==> src/rtl/gap_pkg.sv <==
package gap_pkg;
  typedef enum logic [1:0] {
    SUB_ZERO   = 2'd0,
    SUB_HOLD   = 2'd1,
    SUB_NEXT   = 2'd2,
    SUB_INTERP = 2'd3
  } sub_mode_e;
endpackage

==> src/rtl/gap_classify.sv <==
module gap_classify (
  input  logic present_i,
  input  logic qual_bad_i,
  input  logic sync_i,
  output logic lost_o
);
  // any single cause is enough
  always_comb lost_o = !present_i || qual_bad_i || !sync_i;
endmodule

==> src/rtl/gap_select.sv <==
module gap_select
  import gap_pkg::*;
#(
  parameter int unsigned DATA_W = 16
) (
  input  sub_mode_e          mode_i,
  input  logic [DATA_W-1:0]  cur_data_i,
  input  logic               cur_lost_i,
  input  logic [DATA_W-1:0]  prev_data_i,
  input  logic               prev_ok_i,
  input  logic [DATA_W-1:0]  next_data_i,
  input  logic               next_lost_i,
  output logic [DATA_W-1:0]  data_o,
  output logic               subst_o
);
  localparam int unsigned SUM_W = DATA_W + 1;

  logic signed [SUM_W-1:0]  sum;
  logic        [DATA_W-1:0] mean;
  logic        [DATA_W-1:0] fallback;
  logic        [DATA_W-1:0] repl;

  always_comb begin
    sum      = $signed({prev_data_i[DATA_W-1], prev_data_i})
             + $signed({next_data_i[DATA_W-1], next_data_i});
    mean     = DATA_W'(sum >>> 1);
    fallback = prev_ok_i ? prev_data_i : '0;
  end

  always_comb begin
    case (mode_i)
      SUB_ZERO:   repl = '0;
      SUB_HOLD:   repl = fallback;
      SUB_NEXT:   repl = next_lost_i ? fallback : next_data_i;
      SUB_INTERP: repl = next_lost_i ? fallback : (prev_ok_i ? mean : '0);
      default:    repl = '0;
    endcase
  end

  always_comb begin
    subst_o = cur_lost_i;
    data_o  = cur_lost_i ? repl : cur_data_i;
  end
endmodule

==> src/rtl/gap_sat_cnt.sv <==
module gap_sat_cnt #(
  parameter int unsigned CNT_W = 16
) (
  input  logic             clk_i,
  input  logic             rst_ni,
  input  logic             inc_i,
  output logic [CNT_W-1:0] cnt_o
);
  localparam logic [CNT_W-1:0] CNT_MAX = {CNT_W{1'b1}};

  logic [CNT_W-1:0] cnt_q;

  always_ff @(posedge clk_i or negedge rst_ni) begin
    if (!rst_ni)                       cnt_q <= '0;
    else if (inc_i && cnt_q != CNT_MAX) cnt_q <= cnt_q + 1'b1;
  end

  assign cnt_o = cnt_q;

  p_cnt_sat_r11: assert property (@(posedge clk_i) disable iff (!rst_ni)
    cnt_q == CNT_MAX |=> cnt_q == CNT_MAX);

  p_cnt_inc_r11: assert property (@(posedge clk_i) disable iff (!rst_ni)
    inc_i && cnt_q != CNT_MAX |=> cnt_q == $past(cnt_q) + 1'b1);

  p_cnt_idle_r11: assert property (@(posedge clk_i) disable iff (!rst_ni)
    !inc_i |=> $stable(cnt_q));
endmodule

==> src/rtl/smp_gap_fill.sv <==
module smp_gap_fill
  import gap_pkg::*;
#(
  parameter int unsigned DATA_W = 16,
  parameter int unsigned CNT_W  = 16
) (
  input  logic              clk_i,
  input  logic              rst_ni,
  input  logic              in_valid_i,
  output logic              in_ready_o,
  input  logic [DATA_W-1:0] in_data_i,
  input  logic              in_present_i,
  input  logic              in_qual_bad_i,
  input  logic              in_sync_i,
  input  logic [1:0]        mode_i,
  output logic              out_valid_o,
  input  logic              out_ready_i,
  output logic [DATA_W-1:0] out_data_o,
  output logic              out_subst_o,
  output logic [CNT_W-1:0]  subst_cnt_o
);
  // look-ahead slot
  logic              hold_v_q;
  logic [DATA_W-1:0] hold_data_q;
  logic              hold_lost_q;
  // last good value already emitted
  logic              last_ok_q;
  logic [DATA_W-1:0] last_data_q;
  // output register
  logic              out_v_q;
  logic [DATA_W-1:0] out_data_q;
  logic              out_subst_q;

  logic              in_lost;
  logic              accept;
  logic              emit;
  logic [DATA_W-1:0] sel_data;
  logic              sel_subst;
  sub_mode_e         mode;

  gap_classify u_classify (
    .present_i  (in_present_i),
    .qual_bad_i (in_qual_bad_i),
    .sync_i     (in_sync_i),
    .lost_o     (in_lost)
  );

  always_comb begin
    mode       = sub_mode_e'(mode_i);
    in_ready_o = !out_v_q || out_ready_i;
    accept     = in_valid_i && in_ready_o;
    emit       = accept && hold_v_q;
  end

  gap_select #(.DATA_W(DATA_W)) u_select (
    .mode_i      (mode),
    .cur_data_i  (hold_data_q),
    .cur_lost_i  (hold_lost_q),
    .prev_data_i (last_data_q),
    .prev_ok_i   (last_ok_q),
    .next_data_i (in_data_i),
    .next_lost_i (in_lost),
    .data_o      (sel_data),
    .subst_o     (sel_subst)
  );

  always_ff @(posedge clk_i or negedge rst_ni) begin
    if (!rst_ni) begin
      hold_v_q    <= 1'b0;
      hold_data_q <= '0;
      hold_lost_q <= 1'b0;
    end else if (accept) begin
      hold_v_q    <= 1'b1;
      hold_data_q <= in_data_i;
      hold_lost_q <= in_lost;
    end
  end

  always_ff @(posedge clk_i or negedge rst_ni) begin
    if (!rst_ni) begin
      last_ok_q   <= 1'b0;
      last_data_q <= '0;
    end else if (emit && !hold_lost_q) begin
      last_ok_q   <= 1'b1;
      last_data_q <= hold_data_q;
    end
  end

  always_ff @(posedge clk_i or negedge rst_ni) begin
    if (!rst_ni) begin
      out_v_q     <= 1'b0;
      out_data_q  <= '0;
      out_subst_q <= 1'b0;
    end else if (emit) begin
      out_v_q     <= 1'b1;
      out_data_q  <= sel_data;
      out_subst_q <= sel_subst;
    end else if (out_ready_i) begin
      out_v_q     <= 1'b0;
    end
  end

  gap_sat_cnt #(.CNT_W(CNT_W)) u_cnt (
    .clk_i  (clk_i),
    .rst_ni (rst_ni),
    .inc_i  (emit && sel_subst),
    .cnt_o  (subst_cnt_o)
  );

  assign out_valid_o = out_v_q;
  assign out_data_o  = out_data_q;
  assign out_subst_o = out_subst_q;

  p_stall_hold_r10: assert property (@(posedge clk_i) disable iff (!rst_ni)
    out_v_q && !out_ready_i |=> out_v_q && $stable(out_data_q) && $stable(out_subst_q));

  p_first_quiet_r9: assert property (@(posedge clk_i) disable iff (!rst_ni)
    accept && !hold_v_q |=> !out_v_q);

  p_good_pass_r4: assert property (@(posedge clk_i) disable iff (!rst_ni)
    emit && !hold_lost_q |=> out_data_q == $past(hold_data_q) && !out_subst_q);

  p_zero_mode_r5: assert property (@(posedge clk_i) disable iff (!rst_ni)
    emit && hold_lost_q && mode == SUB_ZERO |=> out_data_q == '0 && out_subst_q);

  p_hold_mode_r6: assert property (@(posedge clk_i) disable iff (!rst_ni)
    emit && hold_lost_q && mode == SUB_HOLD && last_ok_q
      |=> out_data_q == $past(last_data_q) && out_subst_q);

  p_next_mode_r7: assert property (@(posedge clk_i) disable iff (!rst_ni)
    emit && hold_lost_q && mode == SUB_NEXT && in_present_i && !in_qual_bad_i && in_sync_i
      |=> out_data_q == $past(in_data_i));
endmodule

==> config.mk <==
export PLATFORM = sky130hd
export DESIGN_NAME = smp_gap_fill
export DESIGN_NICKNAME = d
export VERILOG_FILES = /design/src/rtl/gap_pkg.sv /design/src/rtl/gap_classify.sv /design/src/rtl/gap_select.sv /design/src/rtl/gap_sat_cnt.sv /design/src/rtl/smp_gap_fill.sv
export SDC_FILE = /design/constraint.sdc
export NUM_CORES = 1
export LEC_CHECK = 0
export ABC_CLOCK_PERIOD_IN_PS = 6500
export CAP_MARGIN = 20
export CORE_MARGIN = 1.5
export CORE_UTILIZATION = 50
export DETAILED_ROUTE_END_ITERATION = 10
export GPL_ROUTABILITY_DRIVEN = 0
export PLACE_DENSITY = 0.83
export SLEW_MARGIN = 30
export SYNTH_ARGS = -nofsm -noshare
export SYNTH_HDL_FRONTEND = slang
export SYNTH_HIERARCHICAL = 1
export SYNTH_SLANG_ARGS = --single-unit
==> constraint.sdc <==
create_clock -name clk_i -period 6.5 [get_ports clk_i]
set_input_delay 0.65 -clock clk_i [delete_from_list [all_inputs] [get_ports clk_i]]
set_output_delay 0.65 -clock clk_i [all_outputs]
set_load 0.005 [all_outputs]
==> run summary, run 1 <==
60 I/O pins were placed. The count of mapped cells out of synthesis is 414. For the worst flop-to-flop path, the logic depth is 5. The flow ran to the end, and the final reports show no timing, DRC or antenna violations.

The area inside the core boundary is 8340 sq um. The post-route fraction of the period consumed by the critical path came out at 0.508. The maximum buffer depth of the clock tree is 2. The register area share after synthesis is 0.394. The number of maximum-capacitance violations came out at 0. Gates resized during post-CTS repair numbered 0. Of the total synthesized cell area, the portion taken by AND, OR, NAND and NOR gates is 0.171. The overall via count from detail_route is 3,710. The post-synthesis mux area share is 0.142. CTS placed an instance of sky130_fd_sc_hd__clkbuf_8 at the clock tree root.

The finished layout holds 578 standard cells, fillers aside. The fraction of the mapped netlist area in compound gates came to 0.186. The post-synthesis adder-cell area fraction came out at 0.0503. The initial core utilization is 0.525. The largest total area in the synthesized netlist belongs to sky130_fd_sc_hd__dfrtp_1.

The leakage power summed over all cells is 2.16 nW. The total congestion overflow after global routing came out at 0. The number of routed nets with antenna violations came out at 0. The largest net degree at the start of global routing is 70. The number of clock buffers inserted by TritonCTS is 9. The critical path required time is 6.79 ns. The buffers inserted during post-CTS setup optimization is 0. The floorplan die height is 96.6 um. The worst setup path is captured at a flop. The max-slew headroom at the worst pin came out at 0.340.

The number of distinct library cells after synthesis is 74. The final critical delay including setup and external delays is 3.30 ns. The number of clock sinks seen by CTS came out at 69. The transition time of the tightest slew-check pin is 0.986 ns. The number of hold violations in the final report is 0.

The CTS tree is done. The total non-filler cell area in the finished layout is 5260 sq um. The number of DRC markers in iteration 0 is 344.

The critical path is of the input port to flop type. The later-pin clock latency in the skew report came out at 0.35 ns. The final antenna diode count is 0. In the routed design, unresolved DRC markers number 0.

The filler cell count came out at 673. The arrival time at the worst endpoint came out at 3.59 ns. The H-tree depth reported by CTS is 3. The post-synthesis to final-layout area growth is 19.9%. The floorplan step defined a die boundary enclosing 9330 sq um. The final count of pins violating max slew was 0. The floorplan has 33 rows. The number of global-route vias before repair is 3,773. Buffers placed on the I/O ports in this run total 59.

By area, the combinational part of the netlist is dominated by compound AO/OA/AOI/OAI gates. During synthesis, Yosys emitted a total of 6 warnings. The estimated wirelength of the detail-placed design is 7.55 mm. In the final layout, the share of cells above drive strength 1 is 0.190. The worst vdd rail ir drop is 193 uV. The vias per cell came out at 6.42. The multi-input combinational cells in the finished layout cover a total of 2530 sq um. The post-synthesis register bit count is 69. Among all cell types in the netlist, the one instantiated most often is sky130_fd_sc_hd__dfrtp_1.

The wire length of the first global-routing pass came out at 18.7 mm. The share of async-settable or async-resettable flops after synthesis is 1.00. The wire length per cell is 18.8 um. The number of synthesized flops with an enable pin is 0. The total wire length after detailed routing is 10.9 mm. The commonest cells after synthesis are 69 x sky130_fd_sc_hd__dfrtp_1, 50 x sky130_fd_sc_hd__mux2_2, 23 x sky130_fd_sc_hd__a21oi_1, 23 x sky130_fd_sc_hd__nand2_1, 20 x sky130_fd_sc_hd__nor2_1. Once placement finished, the instance area stood at 5020 sq um. The maximum net fanout on the critical path came out at 21. The number of hold buffers added after CTS was 0.

The maximum clock skew at final layout is 0.0119 ns. The total standard cell area after synthesis came out at 4380 sq um. The power per cell area is 368 nW/um^2. The first TritonRoute pass finished after 7 iterations. The clock-pin transition on the worst setup and hold timing paths is 0.07 ns. The most used flip-flop cell after synthesis is sky130_fd_sc_hd__dfrtp_1. The share of synthesized area in the top cell type comes to 0.394.

Setup violations remaining at the end of the flow were counted as 0. The number of cells after detailed placement is 562. The overall fraction of global-route tracks in use came out at 0.245. Adding up every negative setup slack in the final design gives 0 ns.

The highest clock rate is 303 MHz. The worst hold path belongs to the class input port to async pin. The total nets after synthesis came out at 456. Measured along the x axis, the die boundary spans 96.6 um. The final layout net count is 510.

In the post-synthesis netlist, the biggest area contributors are sky130_fd_sc_hd__dfrtp_1 39%, sky130_fd_sc_hd__mux2_2 13%, sky130_fd_sc_hd__ha_1 4.6%. Setup repair after global routing left no endpoint under its margin. The critical path launch point type is an input port.

The synthesized area divided by synthesized cell count is 10.6 sq um. The final hold slack is 0.461 ns. The xor-xnor portion of the synthesized cell area came out at 0.0280. Across the whole layout, storage elements account for 1730 sq um.

The number of antenna violations at the first check in global routing is 0.
[critical path, cell delays in order]
cell	delay [ns]
sky130_fd_sc_hd__clkdlybuf4s50_1	0.40
sky130_fd_sc_hd__nand3b_1	0.62
sky130_fd_sc_hd__nand2b_1	0.41
sky130_fd_sc_hd__nor2_1	0.78
sky130_fd_sc_hd__a22oi_1	0.21
sky130_fd_sc_hd__o21ai_0	0.22
sky130_fd_sc_hd__or3_1	0.15
sky130_fd_sc_hd__mux2_2	0.14
[power by group]
group / internal (mW) / switching [mW]
Clock: 0.255 / 0.166
Sequential: 0.553 / 0.135
Combinational: 0.435 / 0.392
Total: 1.24 / 0.693
[per-layer routing]
metal	global-route usage	vias to the layer above	share of wire
met3	0.0426	28	0.064
met2	0.381	178	0.46
met1	0.344	1801	0.45
met5	0	-	0
met4	0.0870	0	0.025
li1	-	1703	-
[path summary, 6_finish.rpt]
| check | slack, ns | from | endpoint |
|---|---|---|---|
| worst min register to register | 0.49 | hold_v_q | hold_v_q |
| max in group asynchronous | 5.44 | rst_ni | hold_data_q[1] |
| worst max-delay path | 3.20 | in_qual_bad_i | out_data_o[13] |
| worst min-delay path | 0.46 | rst_ni | hold_data_q[5] |
| worst max register to register | 3.50 | hold_lost_q | out_data_o[13] |
| min in group clk_i | 0.49 | hold_v_q | hold_v_q |
[cells by family (layout without fill, tap and decap cells)]
family | count (synthesis) | count (layout)
buffers and inverters | 26 | 85
adders and majority gates | 17 | 17
xor gates and xnor gates | 14 | 14
and+or+nand+nor | 121 | 121
AOI/OAI and AO/OA | 112 | 112
DFF | 69 | 69
muxes | 55 | 55
[flip-flops by register name, indices dropped and copies added (netlist names)]
signal and count:
out_data_o 16, out_subst_o 1, hold_data_q 16, hold_v_q 1
u_cnt/cnt_o 16, out_valid_o 1, hold_lost_q 1, last_data_q 16
last_ok_q 1
[area by class of cell]
class                      count  area share
inverter                       9     0.00643
sequential                    69       0.329
multi-input combinational    319       0.482
tap                          105      0.0250
clock inverter                 6      0.0212
timing repair buffer          60       0.113
clock buffer                  10      0.0243
[per-stage QoR]
stage / power [mW] / util / setup WS [ns]
CTS: 1.94 / 0.630 / 3.26
global placement: 1.47 / 0.601 / 3.03
detailed placement: 1.50 / 0.601 / 2.91
finish: 1.94 / 0.630 / 3.20
global route: 2.07 / 0.630 / 3.05
floorplan: 1.21 / - / 3.82
[placed cells by master (no fill, tap or decap), types with 5 or more instances in the layout]
cell type                         count
sky130_fd_sc_hd__dfrtp_1             69
sky130_fd_sc_hd__clkdlybuf4s50_1     58
sky130_fd_sc_hd__mux2_2              50
sky130_fd_sc_hd__nand2_1             23
sky130_fd_sc_hd__a21oi_1             23
sky130_fd_sc_hd__nor2_1              20
sky130_fd_sc_hd__o21ai_0             19
sky130_fd_sc_hd__ha_1                16
sky130_fd_sc_hd__nand4_1             13
sky130_fd_sc_hd__nand3_1             12
sky130_fd_sc_hd__clkbuf_8             9
sky130_fd_sc_hd__xnor2_1              9
sky130_fd_sc_hd__inv_1                8
sky130_fd_sc_hd__o21a_1               8
sky130_fd_sc_hd__and2_1               6
sky130_fd_sc_hd__a22oi_1              6
sky130_fd_sc_hd__nor2b_1              6
sky130_fd_sc_hd__xor2_1               5
sky130_fd_sc_hd__and4_1               5
sky130_fd_sc_hd__a31oi_1              5
sky130_fd_sc_hd__a22o_1               5
(Power assumes the default switching activity.)
==> run 2, diff against run 1 <==
--- a/config.mk
+++ b/config.mk
@@ -5,13 +5,13 @@
 export SDC_FILE = /design/constraint.sdc
 export NUM_CORES = 1
 export LEC_CHECK = 0
-export ABC_CLOCK_PERIOD_IN_PS = 6500
+export ABC_CLOCK_PERIOD_IN_PS = 2900
 export CAP_MARGIN = 20
 export CORE_MARGIN = 1.5
 export CORE_UTILIZATION = 50
 export DETAILED_ROUTE_END_ITERATION = 10
 export GPL_ROUTABILITY_DRIVEN = 0
-export PLACE_DENSITY = 0.83
+export PLACE_DENSITY = 0.86
 export SLEW_MARGIN = 30
 export SYNTH_ARGS = -nofsm -noshare
 export SYNTH_HDL_FRONTEND = slang
==> constraint.sdc (replaced) <==
create_clock -name clk_i -period 2.9 [get_ports clk_i]
set_input_delay 0.29 -clock clk_i [delete_from_list [all_inputs] [get_ports clk_i]]
set_output_delay 0.29 -clock clk_i [all_outputs]
set_load 0.005 [all_outputs]
==> run summary, run 2 (synthesis gave the netlist of run 1 again) <==
The remaining design rule violation count came out at 0 (unchanged). The number of clock sinks seen by CTS came to 69 (unchanged). STA classifies the critical path startpoint as a flop. The overall via count from detail_route came to 3,798 (+2.4%).

The number of DRC markers in iteration 0 came to 311 (-9.6%). The flow ran to the end, and the final reports show no timing, DRC or antenna violations. The setup TNS is 0 ns (unchanged). The final count of pins violating max slew came to 0 (unchanged).

The overall fraction of global-route tracks in use came out at 0.245 (about the same). The initial core utilization was 0.525 (unchanged). The arrival time at the worst endpoint came out at 2.81 ns (-0.78 ns). The H-tree depth reported by CTS was 3 (unchanged). The maximum buffer depth of the clock tree is 2 (unchanged).

The post-route fraction of the period consumed by the critical path came out at 0.886. The area enclosed by the die boundary came out at 9330 sq um (unchanged). The number of clock buffers inserted by TritonCTS is 9 (unchanged). The critical path required time was 3.14 ns (-3.65 ns). Setup repair after global routing left no endpoint under its margin. The number of search-and-repair iterations in the first detailed-routing pass is 5 (-2). The number of cells after detailed placement came out at 585 (+4.1%). The buffer cell driving the clock tree root is sky130_fd_sc_hd__clkbuf_8. The worst vdd rail ir drop came out at 481 uV (+150%).

The worst path in the final design needs a cycle of 2.57 ns, including I/O delays and setup. The area inside the core boundary came out at 8340 sq um (unchanged). The later-pin clock latency in the skew report came out at 0.35 ns (about the same). The total congestion overflow after global routing is 0 (unchanged). The final setup violation count is 0 (unchanged). The wire length of the first global-routing pass came out at 18.8 mm (+0.74%). The filler-free cell count of the finished design was 601 (+4.0%).

The transition time of the tightest slew-check pin came out at 0.788 ns (-0.198 ns). Leaving out fill and tap cells, the most frequent cell in the layout is sky130_fd_sc_hd__dfrtp_1. The number of routed nets with antenna violations came out at 0 (unchanged). The vias per cell came to 6.32 (-1.5%). The number of hold violations in the final report is 0 (unchanged). The maximum net fanout on the critical path was 4 (-81%). The floorplan die height was 96.6 um (unchanged). The total number of placement rows is 33 (unchanged). TritonCTS built the clock tree. The highest clock rate is 389 MHz. The wire length per cell is 18.3 um (-2.7%). The final antenna diode count came out at 0 (unchanged). The max-slew headroom at the worst pin is 0.474 (+0.134). The total wire length after detailed routing came out at 11.0 mm (+1.2%). The number of global-route vias before repair is 3,837 (+1.7%). The fraction of final layout cells with drive strength greater than 1 was 0.228 (+0.0375). STA classifies the critical path endpoint as a flop. The number of antenna violations at the first check in global routing is 0 (unchanged).

The setup path with the least slack is of type flop to flop. The horizontal extent of the die is 96.6 um (unchanged). The number of maximum-capacitance violations is 0 (unchanged). The number of top-level design ports came out at 60 (unchanged). The post-synthesis to final-layout area growth came out at 23.6%. The buffers inserted during post-CTS setup optimization came out at 0 (unchanged). The final layout net count came out at 533 (+4.5%). The largest net degree at the start of global routing was 38 (-46%). In this run the worst hold path is classified as input port to async pin. The count of hold-fix buffers inserted at cts is 0 (unchanged). The clock-pin transition on the worst setup and hold timing paths was 0.08 ns (about the same). The estimated wirelength of the detail-placed design is 7.90 mm (+4.7%). The maximum clock skew at final layout came out at 0.00799 ns (-0.00394 ns). In the layout the commonest cells are 69 x sky130_fd_sc_hd__dfrtp_1, 58 x sky130_fd_sc_hd__clkdlybuf4s50_1, 50 x sky130_fd_sc_hd__mux2_2. The total of buffers placed on input and output ports is 59 (unchanged). The power per cell area came out at 800 nW/um^2 (+120%). The total of cells resized after clock tree synthesis came out at 0 (unchanged). The leakage power summed over all cells came to 2.26 nW (+4.6%).
run 2: cell types whose count changed in the layout (fill, tap and decap cells not counted), sizes merged:
cell / delta
bufinv: -1
clkinvlp: +2
buf: +23
clkinv: -1
run 2: area by class of cell:
cell class	instances	area [sq um]
Clock buffer	10	128
Clock inverter	6	87.6
Fill cell	659	2920
Inverter	9	33.8
Multi-Input combinational cell	319	2530
Sequential cell	69	1730
Tap cell	105	131
Timing Repair Buffer	83	778
run 2: path summary, 6_finish.rpt:
check | depth (start not counted) | to | slack, ns | startpoint
min reg2reg | 1 | hold_v_q | 0.48 | hold_v_q
min | 1 | out_data_o[8] | 0.02 | rst_ni
max in group asynchronous | 2 | out_valid_o | 2.22 | rst_ni
max reg2reg | 8 | out_data_o[13] | 0.33 | last_data_q[2]
max | 8 | out_data_o[13] | 0.33 | last_data_q[2]
min in group clk_i | 1 | hold_v_q | 0.48 | hold_v_q
run 2: routing by layer:
layer  part of all wire  vias up  GRT usage
li1                   -     1738          -
met1               0.45     1858      0.328
met2               0.46      166      0.392
met3              0.067       36     0.0527
met4              0.023        0     0.0881
met5                  0        -          0
run 2: report_power, final:
part	internal, mW	switching, mW
Clock	0.482	0.375
Sequential	1.24	0.298
Combinational	1.05	0.894
run 2: critical path, cell delays in order (launching register included):
cell and delay [ns]:
sky130_fd_sc_hd__dfrtp_1 0.42, sky130_fd_sc_hd__ha_1 0.33, sky130_fd_sc_hd__nor2b_4 0.14, sky130_fd_sc_hd__o31a_1 0.27
sky130_fd_sc_hd__o31a_1 0.29, sky130_fd_sc_hd__a221oi_4 0.31, sky130_fd_sc_hd__nor4_1 0.08, sky130_fd_sc_hd__or3_1 0.35
sky130_fd_sc_hd__mux2_2 0.27
run 2: stage by stage:
step / total power, mW / setup slack (ns) / util / hold WS [ns] / instance area [sq um]
floorplan: 2.72 / 0.453 / - / -0.00559 / 4380
global placement: 3.38 / 0.0477 / 0.624 / 0.394 / 5200
detailed placement: 3.45 / 0.0255 / 0.624 / 0.424 / 5200
CTS: 4.33 / 0.345 / 0.649 / 0.0505 / 5420
global route: 4.61 / 0.195 / 0.649 / 0.0786 / 5420
finish: 4.33 / 0.330 / 0.649 / 0.0215 / 5420
==> run 3, diff against run 2 <==
==> constraint.sdc (replaced) <==
create_clock -name clk_i -period 2.9 [get_ports clk_i]
set_input_delay 0.58 -clock clk_i [delete_from_list [all_inputs] [get_ports clk_i]]
set_output_delay 0.58 -clock clk_i [all_outputs]
set_load 0.005 [all_outputs]
==> run summary, run 3 (synthesis gave the netlist of run 1 again) <==
The number of DRC markers in iteration 0 is 488 (+57%). The combinational share of power was 0.482 (+0.035). The overall via count from detail_route came out at 4,028 (+6.1%).

The type of destination of the critical path is a flop. The final layout net count is 571 (+7.1%). The overall fraction of global-route tracks in use is 0.266 (+0.0209). The horizontal extent of the die is 96.6 um (unchanged).

The total number of placement rows is 33 (unchanged). The total wire length after detailed routing is 12.1 mm (+10%). The arrival time at the worst endpoint came out at 3.06 ns (+0.25 ns). The maximum clock skew at final layout came out at 0.0153 ns (+0.00728 ns). The number of antenna violations at the first check in global routing came out at 0 (unchanged). The vias per cell came out at 6.30 (-0.25%). The number of routed nets with antenna violations was 0 (unchanged). The top cell types in the final layout, fill and taps aside, are 69 x sky130_fd_sc_hd__dfrtp_1, 61 x sky130_fd_sc_hd__buf_4, 58 x sky130_fd_sc_hd__clkdlybuf4s50_1. The max-slew headroom at the worst pin is 0.582 (+0.107). Walking the worst path, the cells encountered are clkdlybuf4s50_1 > inv_1 > fa_1 > nor2b_4 > o31a_1 > o31a_1 > a221oi_4 > o2111a_1 > or3_1 > mux2_2. The maximum net fanout on the critical path came out at 4 (unchanged). The setup TNS is 0 ns (unchanged).

The final count of pins violating max slew came to 0 (unchanged). The wire length per cell is 19.0 um (+3.6%). The total of cells resized after clock tree synthesis came to 0 (unchanged). The wire length of the first global-routing pass came out at 20.2 mm (+7.2%). The number of clock sinks seen by CTS was 69 (unchanged).

The sequential power share was 0.337 (-0.018). The flow ran to the end, and the final reports show no timing, DRC or antenna violations. The overall power is 4.56 mW (+5.2%). The critical path launch point type is an input port. The maximum buffer depth of the clock tree is 2 (unchanged). The count of hold-fix buffers inserted at cts came out at 0 (unchanged). The net load switching power came out at 1.70 mW (+8.5%).

The area enclosed by the die boundary came out at 9330 sq um (unchanged). The total congestion overflow after global routing came to 0 (unchanged). The largest net degree at the start of global routing came out at 70 (+84%). The register-to-register path setup slack came out at 0.28 ns (-0.05 ns).

The min-delay analysis places its worst path in the category input port to async pin. The area inside the core boundary was 8340 sq um (unchanged). The worst vdd rail ir drop came out at 459 uV (-4.5%).

The number of hold violations in the final report came out at 0 (unchanged). The final antenna diode count came out at 0 (unchanged). The biggest cell delay along the critical path came out at 0.49 ns (+0.07 ns). The number of buffer and inverter stages on the critical path came out at 2 (+2). The kind of cell with the highest combined delay along the critical path is compound AO/OA/AOI/OAI gates. The clock network fraction of total power came out at 0.181 (-0.017). The transition time of the tightest slew-check pin is 0.627 ns (-0.161 ns).

The cell area after placement is 5470 sq um (+5.2%). The power per cell area is 802 nW/um^2 (+0.20%). The post-route core utilization came out at 0.682 (+0.0323).

The number of maximum-capacitance violations is 0 (unchanged). The post-route fraction of the period consumed by the critical path is 0.973 (+0.0863). The area growth from synthesis to layout is 29.8%.

The final setup violation count came out at 0 (unchanged). The number of top-level design ports is 60 (unchanged). The critical path in this run is classified as input port to flop. The number of search-and-repair iterations in the first detailed-routing pass came out at 6 (+1).

The start point of the critical path is in_data_i[1]. The H-tree depth reported by CTS came out at 3 (unchanged). The initial core utilization is 0.525 (unchanged). In this run the critical register-to-register path is launched from last_data_q[2].

The filler-free cell count of the finished design is 639 (+6.3%). The number of clock buffers inserted by TritonCTS is 9 (unchanged). The highest clock rate was 355 MHz (-8.9%). The internal power component came out at 2.86 mW (+3.3%).

The remaining design rule violation count came out at 0 (unchanged). The CTS tree is done. The number of cells after detailed placement came to 623 (+6.5%). The library cell used most frequently in the layout, excluding fill and tap cells, is sky130_fd_sc_hd__dfrtp_1.

By instance count, the cell type seen most on the critical path is sky130_fd_sc_hd__o31a_1. The later-pin clock latency in the skew report is 0.36 ns (about the same). The leakage power summed over all cells is 2.44 nW (+8.0%).

The final critical delay including setup and external delays was 2.82 ns (+0.250 ns). The number of global-route vias before repair is 4,102 (+6.9%). Among all stages on the critical path, the largest delay is contributed by sky130_fd_sc_hd__clkdlybuf4s50_1. The estimated wirelength of the detail-placed design was 8.65 mm (+9.4%).

The clock-pin transition on the worst setup and hold timing paths came out at 0.09 ns (about the same). The buffers inserted during post-CTS setup optimization is 0 (unchanged). The total of buffers placed on input and output ports was 59 (unchanged). The cell sitting at the root of the clock tree is a sky130_fd_sc_hd__clkbuf_8.

The switching share of power came to 0.373 (+0.0113). The floorplan die height is 96.6 um (unchanged). The critical path required time came to 3.14 ns (about the same). The total non-filler cell area in the finished layout came out at 5690 sq um (+5.0%). The fraction of final layout cells with drive strength greater than 1 is 0.285 (+0.0568).
==> run 3: cell count changes in the layout (fill, tap and decap cells not counted), sizes merged <==
cell	change
clkinvlp	-1
bufinv	-1
buf	+38
inv	+2
==> run 3: power groups by stage <==
stage / combinational [mW] / clock, mW / sequential, mW
2_1_floorplan: 1.24 / 0 / 1.48
3_3_place_gp: 2.05 / 0 / 1.53
3_5_place_dp: 2.13 / 0 / 1.55
4_1_cts: 2.16 / 0.833 / 1.53
5_1_grt: 2.37 / 0.876 / 1.58
6_report: 2.20 / 0.824 / 1.54
==> run 3: final timing paths <==
check	end	depth (start not counted)
max	out_data_o[13]	10
min	last_data_q[3]	2
max reg2reg	out_data_o[13]	8
min reg2reg	hold_v_q	1
max in group asynchronous	last_data_q[15]	2
min in group clk_i	hold_v_q	1
==> run 3: per-stage QoR <==
step,worst slack (ns),hold slack (ns)
4_1_cts,0.0361,0.440
3_5_place_dp,-0.326,0.470
5_1_grt,-0.0144,0.370
6_report,0.0795,0.272
3_3_place_gp,-0.211,0.450
2_1_floorplan,0.285,0.284
==> run 3: final cells by class <==
| type | count | area, sq um |
|---|---|---|
| fillers | 624 | 2660 |
| clock inverters | 6 | 71.3 |
| repair buffers | 121 | 1050 |
| inverters | 9 | 33.8 |
| multi-input cells | 319 | 2540 |
| clock buffers | 10 | 128 |
| well taps | 105 | 131 |
| flip-flops and latches | 69 | 1730 |
==> run 3: per-layer routing <==
metal,vias to the layer above,global-route usage,wire length [um],share of wire
met4,0,0.116,404,0.033
met1,1960,0.342,4970,0.41
met5,-,0,0,0
met2,196,0.428,5770,0.48
li1,1825,-,-,-
met3,47,0.0614,980,0.081
==> run 3: worst register-to-register path, stage by stage, from the launching register on <==
cell and delay [ns]:
sky130_fd_sc_hd__dfrtp_1 0.43, sky130_fd_sc_hd__ha_1 0.33, sky130_fd_sc_hd__nor2b_4 0.14, sky130_fd_sc_hd__o31a_1 0.27, sky130_fd_sc_hd__o31a_1 0.30, sky130_fd_sc_hd__a221oi_4 0.32, sky130_fd_sc_hd__nor4_1 0.10, sky130_fd_sc_hd__or3_1 0.36
sky130_fd_sc_hd__mux2_2 0.26
